==> src/rtl/slow_tick_pkg.sv <==
package slow_tick_pkg;
  localparam int unsigned ADDR_W = 8;
  localparam logic [ADDR_W-1:0] A_CTRL = 8'h00;
  localparam logic [ADDR_W-1:0] A_PRE  = 8'h08;
  localparam logic [ADDR_W-1:0] A_GATE = 8'h60;
  localparam logic [15:0] UNLOCK_KEY = 16'h16AA;
  localparam int unsigned B_SEL = 0;
  localparam int unsigned B_EXT_EN = 4;
  localparam int unsigned B_BYPASS = 15;

  typedef struct packed {
    logic bypass;
    logic ext_en;
    logic sel;
  } ctrl_t;
endpackage

==> src/rtl/slow_tick_regs.sv <==
module slow_tick_regs
  import slow_tick_pkg::*;
#(
  parameter int unsigned PRE_W = 5
) (
  input  logic              clk_i,
  input  logic              rst_ni,
  input  logic              wr_en_i,
  input  logic [ADDR_W-1:0] wr_addr_i,
  input  logic [31:0]       wr_data_i,
  input  logic [ADDR_W-1:0] rd_addr_i,
  output logic [31:0]       rd_data_o,
  input  logic              fail_i,
  output ctrl_t             ctrl_o,
  output logic [PRE_W-1:0]  pre_n_o,
  output logic              gate_o
);
  ctrl_t            ctrl_q;
  logic [PRE_W-1:0] pre_q;
  logic             gate_q;
  logic             wr_ctrl, key_ok;
  logic             unused_wr;

  assign wr_ctrl   = wr_en_i && (wr_addr_i == A_CTRL);
  assign key_ok    = (wr_data_i[31:16] == UNLOCK_KEY);
  assign unused_wr = ^wr_data_i[14:5];

  always_ff @(posedge clk_i or negedge rst_ni) begin
    if (!rst_ni) begin
      ctrl_q <= '0;
    end else begin
      if (wr_ctrl && key_ok) begin
        ctrl_q.sel    <= wr_data_i[B_SEL];
        ctrl_q.ext_en <= wr_data_i[B_EXT_EN];
        ctrl_q.bypass <= wr_data_i[B_BYPASS];
      end
      // fallback overrides a same-cycle write
      if (fail_i) ctrl_q.sel <= 1'b0;
    end
  end

  always_ff @(posedge clk_i or negedge rst_ni) begin
    if (!rst_ni) begin
      pre_q  <= '0;
      gate_q <= 1'b0;
    end else if (wr_en_i) begin
      if (wr_addr_i == A_PRE)  pre_q  <= wr_data_i[PRE_W-1:0];
      if (wr_addr_i == A_GATE) gate_q <= wr_data_i[0];
    end
  end

  always_comb begin
    rd_data_o = '0;
    unique case (rd_addr_i)
      A_CTRL: begin
        rd_data_o[B_SEL]    = ctrl_q.sel;
        rd_data_o[B_EXT_EN] = ctrl_q.ext_en;
        rd_data_o[B_BYPASS] = ctrl_q.bypass;
      end
      A_PRE:   rd_data_o[PRE_W-1:0] = pre_q;
      A_GATE:  rd_data_o[0] = gate_q;
      default: rd_data_o = '0;
    endcase
  end

  assign ctrl_o  = ctrl_q;
  assign pre_n_o = pre_q;
  assign gate_o  = gate_q;

  p_key_guard_r1: assert property (@(posedge clk_i) disable iff (!rst_ni)
    (wr_ctrl && !key_ok && !fail_i) |=> $stable(ctrl_q));
endmodule

==> src/rtl/slow_tick_div.sv <==
module slow_tick_div #(
  parameter int unsigned FIX_DIV = 32,
  parameter int unsigned PRE_W   = 5
) (
  input  logic             clk_i,
  input  logic             rst_ni,
  input  logic             int_tick_i,
  input  logic [PRE_W-1:0] pre_n_i,
  output logic             div_tick_o
);
  localparam int unsigned FIX_W = (FIX_DIV > 1) ? $clog2(FIX_DIV) : 1;

  logic             fix_tick;
  logic [PRE_W-1:0] pre_q;

  generate
    if (FIX_DIV > 1) begin : g_fixed
      logic [FIX_W-1:0] fix_q;
      assign fix_tick = int_tick_i && (fix_q == FIX_W'(FIX_DIV - 1));
      always_ff @(posedge clk_i or negedge rst_ni) begin
        if (!rst_ni)         fix_q <= '0;
        else if (fix_tick)   fix_q <= '0;
        else if (int_tick_i) fix_q <= fix_q + 1'b1;
      end
    end else begin : g_nofixed
      assign fix_tick = int_tick_i;
    end
  endgenerate

  // >= lets a lowered N take effect without a long wrap
  assign div_tick_o = fix_tick && (pre_q >= pre_n_i);

  always_ff @(posedge clk_i or negedge rst_ni) begin
    if (!rst_ni)         pre_q <= '0;
    else if (div_tick_o) pre_q <= '0;
    else if (fix_tick)   pre_q <= pre_q + 1'b1;
  end

  p_div_from_int_r3: assert property (@(posedge clk_i) disable iff (!rst_ni)
    div_tick_o |-> int_tick_i);
endmodule

==> src/rtl/slow_tick_watchdog.sv <==
module slow_tick_watchdog #(
  parameter int unsigned TIMEOUT = 4096
) (
  input  logic clk_i,
  input  logic rst_ni,
  input  logic armed_i,
  input  logic int_tick_i,
  input  logic ext_tick_i,
  output logic fail_o
);
  localparam int unsigned WD_W = $clog2(TIMEOUT + 1);

  logic [WD_W-1:0] cnt_q;

  assign fail_o = armed_i && int_tick_i && !ext_tick_i &&
                  (cnt_q == WD_W'(TIMEOUT - 1));

  always_ff @(posedge clk_i or negedge rst_ni) begin
    if (!rst_ni)                            cnt_q <= '0;
    else if (!armed_i || ext_tick_i || fail_o) cnt_q <= '0;
    else if (int_tick_i)                    cnt_q <= cnt_q + 1'b1;
  end

  p_no_wrap_r6: assert property (@(posedge clk_i) disable iff (!rst_ni)
    cnt_q < WD_W'(TIMEOUT));
endmodule

==> src/rtl/slow_tick_switch.sv <==
module slow_tick_switch (
  input  logic clk_i,
  input  logic rst_ni,
  input  logic req_ext_i,
  input  logic force_int_i,
  input  logic int_div_tick_i,
  input  logic ext_tick_i,
  output logic tick_o,
  output logic src_ext_o
);
  logic cur_ext_q, tick_q, cur_tick;

  assign cur_tick = cur_ext_q ? ext_tick_i : int_div_tick_i;

  always_ff @(posedge clk_i or negedge rst_ni) begin
    if (!rst_ni) begin
      cur_ext_q <= 1'b0;
      tick_q    <= 1'b0;
    end else begin
      tick_q <= cur_tick;
      // commit a pending change only at a tick of the source in use
      if (force_int_i)   cur_ext_q <= 1'b0;
      else if (cur_tick) cur_ext_q <= req_ext_i;
    end
  end

  assign tick_o    = tick_q;
  assign src_ext_o = cur_ext_q;

  p_hold_between_ticks_r5: assert property (@(posedge clk_i) disable iff (!rst_ni)
    (!force_int_i && !cur_tick) |=> $stable(cur_ext_q));
endmodule

==> src/rtl/slow_tick_sel.sv <==
module slow_tick_sel
  import slow_tick_pkg::*;
#(
  parameter int unsigned FIX_DIV = 32,
  parameter int unsigned PRE_W   = 5,
  parameter int unsigned TIMEOUT = 4096
) (
  input  logic        clk_i,
  input  logic        rst_ni,
  input  logic        wr_en_i,
  input  logic [7:0]  wr_addr_i,
  input  logic [31:0] wr_data_i,
  input  logic [7:0]  rd_addr_i,
  output logic [31:0] rd_data_o,
  input  logic        int_tick_i,
  input  logic        ext_tick_i,
  output logic        tick_o,
  output logic        tick_pin_o,
  output logic        src_ext_o,
  output logic        ext_osc_en_o
);
  ctrl_t            ctrl;
  logic [PRE_W-1:0] pre_n;
  logic             gate, fail, div_tick, armed;

  slow_tick_regs #(.PRE_W(PRE_W)) u_regs (
    .clk_i, .rst_ni, .wr_en_i, .wr_addr_i, .wr_data_i, .rd_addr_i, .rd_data_o,
    .fail_i(fail), .ctrl_o(ctrl), .pre_n_o(pre_n), .gate_o(gate)
  );

  slow_tick_div #(.FIX_DIV(FIX_DIV), .PRE_W(PRE_W)) u_div (
    .clk_i, .rst_ni, .int_tick_i, .pre_n_i(pre_n), .div_tick_o(div_tick)
  );

  assign armed = src_ext_o && !ctrl.bypass;

  slow_tick_watchdog #(.TIMEOUT(TIMEOUT)) u_wd (
    .clk_i, .rst_ni, .armed_i(armed), .int_tick_i, .ext_tick_i, .fail_o(fail)
  );

  slow_tick_switch u_sw (
    .clk_i, .rst_ni, .req_ext_i(ctrl.sel), .force_int_i(fail),
    .int_div_tick_i(div_tick), .ext_tick_i, .tick_o, .src_ext_o
  );

  assign tick_pin_o   = tick_o && gate;
  assign ext_osc_en_o = ctrl.ext_en;

  p_fail_to_int_r6: assert property (@(posedge clk_i) disable iff (!rst_ni)
    fail |=> (!src_ext_o && !ctrl.sel));

  p_bypass_hold_r7: assert property (@(posedge clk_i) disable iff (!rst_ni)
    (ctrl.bypass && src_ext_o && ctrl.sel) |=> src_ext_o);

  p_ext_follow_r4: assert property (@(posedge clk_i) disable iff (!rst_ni)
    (src_ext_o && ext_tick_i) |=> tick_o);
endmodule

==> config.mk <==
export PLATFORM = sky130hd
export DESIGN_NAME = slow_tick_sel
export DESIGN_NICKNAME = d
export VERILOG_FILES = /design/src/rtl/slow_tick_pkg.sv /design/src/rtl/slow_tick_regs.sv /design/src/rtl/slow_tick_div.sv /design/src/rtl/slow_tick_watchdog.sv /design/src/rtl/slow_tick_switch.sv /design/src/rtl/slow_tick_sel.sv
export SDC_FILE = /design/constraint.sdc
export NUM_CORES = 1
export LEC_CHECK = 0
export ABC_AREA = 1
export BUFFER_PORTS_ARGS = -buffer_cell sky130_fd_sc_hd__buf_2
export CAP_MARGIN = 0
export CORE_UTILIZATION = 30
export DETAILED_ROUTE_END_ITERATION = 16
export MAX_ROUTING_LAYER = met4
export PLACE_DENSITY = 0.66
export SYNTH_ARGS = -nofsm -noshare
export SYNTH_HDL_FRONTEND = slang
export SYNTH_SLANG_ARGS = --single-unit
export TNS_END_PERCENT = 50
==> constraint.sdc <==
create_clock -name clk_i -period 1.7 [get_ports clk_i]
set_input_delay 0.34 -clock clk_i [delete_from_list [all_inputs] [get_ports clk_i]]
set_output_delay 0.34 -clock clk_i [all_outputs]
set_load 0.01 [all_outputs]
==> impl_results.md <==
- Tmin final: 1.61 ns
- PortBufs: 52
- # diodes: 0
- Tcrit/Tclk final: 94.8%
- H-tree depth: 2
- Synthesized area: 2290 um2
- Finished Layout Cells: 482
- Mapped Avg Cell Area: 7.08 um2
- Number of global-route vias before repair: 1,743
- Hold slack: 0.0659 ns
- Static leakage: 1.47 nW
- IO Pins: 89
- Filler cells: 757
- Share of layout cells above drive strength 1: 21.1%
- Peak VDD IR: 0.288 mV
- Row count: 31
- Antenna Nets Post-Route: 0
- Total global-route track usage: 11.9%
- First-pass detailed-route iteration total: 4
- Netlist cell types: 30
- Req. time, crit path: 1.36 ns
- Drt drc: 0
- Syn Inst Count: 324
- Die Ht: 89.5 um
- Max Cap Viol: 0
- Most frequent cells in the layout: 65 x nand2_1, 60 x nor2_1, 53 x inv_1, 52 x buf_2, 34 x dfrtp_1
- Detailed placement HPWL: 3390 um
- Final worst setup slack: 0.0876 ns
- TritonCTS clock tree: done
- Pin count of the biggest net entering global routing: 35
- Setup repair bufs after CTS: 0
- Post-CTS Hold Fix Bufs: 0
- Most common cell after layout, fill and taps aside: nand2_1
- Yosys reg bits: 34
- Crit end category: primary output
- Cell Pwr Density: 702 nW/um2
- Core Area: 7330 um2
- TritonCTS Buffers: 5
- Chip Width: 89.5 um
- Inst Count DP: 474
- HP Class: input port to asynchronous set/reset pin
- Fmax: 620 MHz
- First-pass GRT wire length: 7070 um
- Total gr overflow: 0
- Clk pin slew, worst setup/hold paths: 0.07 ns
- Final WL: 4300 um
- Final setup fails: 0
- Starting DRT DRC Count: 74
- GP Congestion: 0.777
- Max Buffers Root-to-Sink: 2
- Worst skew pair latency: 0.29 ns
- Via count: 2,036
- Initial core utilization: 31.3%
- Worst path arrival time: 1.27 ns
- Outcome: finished clean
- Synth-to-Final Area Change: 17.9%
- Vias/cell: 4.22
- Register area share after synthesis: 37.1%
- Final slew viol count: 0
- Root Buffer: clkbuf_8
- Final net count: 444
- Number of failing hold endpoints at the final stage: 0
- Place WS: -0.0197 ns
- CP startpoint kind: input port
- Initial antenna violation count: 0
- Die area: 8000 um2
- Crit path kind: input port to primary output
- Clock sink total: 34
- WL/cell: 8.92 um
- Fin Clk Skew: 0.00796 ns
- Synth warn: 0
- Largest fanout on the critical path: 4
-- timing repair --
| item | 4_1_cts | 5_1_grt |
|---|---|---|
| endpoints found under the setup margin | 1 | 13 |
| pin swaps | 1 | 3 |
| gates resized for setup | 1 | 10 |
-- per-stage QoR --
step	TNS [ns]	power, mW	cell area (um2)	utilization [%]
final	0	1.90	2710	36.9
after global routing	-0.000116	2.04	2710	36.9
after CTS	0	1.92	2670	36.4
after detailed placement	-0.0197	1.28	2570	35.1
after global placement	0	1.27	2570	35.1
after floorplan	0	1.21	2390	-
-- cells in the mapped netlist --
master | number | area share [%]
buf_4 | 27 | 8.8
nand3_2 | 1 | 0.44
nand3b_1 | 1 | 0.33
nor2_1 | 60 | 9.8
nor3_2 | 2 | 0.87
inv_2 | 2 | 0.33
ha_1 | 9 | 4.9
a21oi_1 | 8 | 1.7
a31oi_1 | 1 | 0.27
nor4_1 | 1 | 0.27
xor2_1 | 4 | 1.5
nor3_1 | 10 | 2.2
conb_1 | 1 | 0.16
a22o_1 | 1 | 0.38
nand2_1 | 67 | 11
inv_1 | 54 | 8.8
o22ai_1 | 1 | 0.27
or2_2 | 1 | 0.27
nor2_4 | 1 | 0.49
nand4_1 | 6 | 1.6
a21oi_2 | 1 | 0.38
nand3_1 | 11 | 2.4
nand2_2 | 4 | 1.1
o21ai_0 | 9 | 2.0
o211ai_1 | 1 | 0.33
dfrtp_1 | 34 | 37
o21bai_1 | 1 | 0.33
xnor2_1 | 3 | 1.1
nor2_2 | 1 | 0.27
buf_6 | 1 | 0.49
-- per-layer routing --
layer  track usage, %  part of all wire (%)
met4             3.90                   1.3
met3             4.16                   7.4
met1             12.1                    43
met2             21.4                    48
met5                -                     0
-- path summary, 6_finish.rpt --
kind | from | endpoint | slack (ns) | depth (start not counted)
worst max-delay path | rd_addr_i[1] | rd_data_o[4] | 0.09 | 6
worst min-delay path | rst_ni | u_div.pre_q[2] | 0.07 | 2
worst max register to register | u_div.g_fixed.fix_q[0] | u_div.pre_q[4] | 0.18 | 9
worst min register to register | u_regs.ctrl_o[0] | u_regs.ctrl_o[0] | 0.51 | 2
max in group asynchronous | rst_ni | u_regs.gate_o | 1.31 | 2
min in group clk_i | wr_data_i[15] | u_regs.ctrl_o[2] | 0.27 | 3
-- cell type report --
class | instances | area [um2] | share of cell area [%]
multi-input cells | 231 | 1150 | 42.6
flip-flops and latches | 34 | 851 | 31.5
repair buffers | 54 | 275 | 10.2
inverters | 56 | 213 | 7.86
well taps | 99 | 124 | 4.58
clock buffers | 7 | 86.3 | 3.19
clock inverters | 1 | 5.00 | 0.185
-- flip-flops by register name, summed over array words and instances (netlist names) --
name,cells
u_regs.ctrl_o,3
u_div.pre_q,5
u_regs.gate_o,1
u_div.g_fixed.fix_q,5
u_sw.tick_o,1
u_sw.src_ext_o,1
u_regs.pre_n_o,5
u_wd.cnt_q,13
-- power breakdown --
| group | internal, mW | switching [mW] |
|---|---|---|
| combinational | 0.138 | 0.204 |
| sequential | 0.884 | 0.0545 |
| clock | 0.327 | 0.291 |
| total | 1.35 | 0.550 |
-- worst max-delay path: stages --
cell,delay (ns)
buf_2,0.10
or2_4,0.25
nor3_4,0.20
nand2_2,0.10
o22ai_2,0.14
buf_2,0.14
-- kinds of logic after synthesis --
logic type / synth area share, %
and+or+nand+nor: 31.0
AOI/OAI and AO/OA: 5.67
xor gates and xnor gates: 2.67
adders and majority gates: 4.91
DFF: 37.1
other: 0.163
buffers and inverters: 18.5
(Power assumes the default switching activity.)
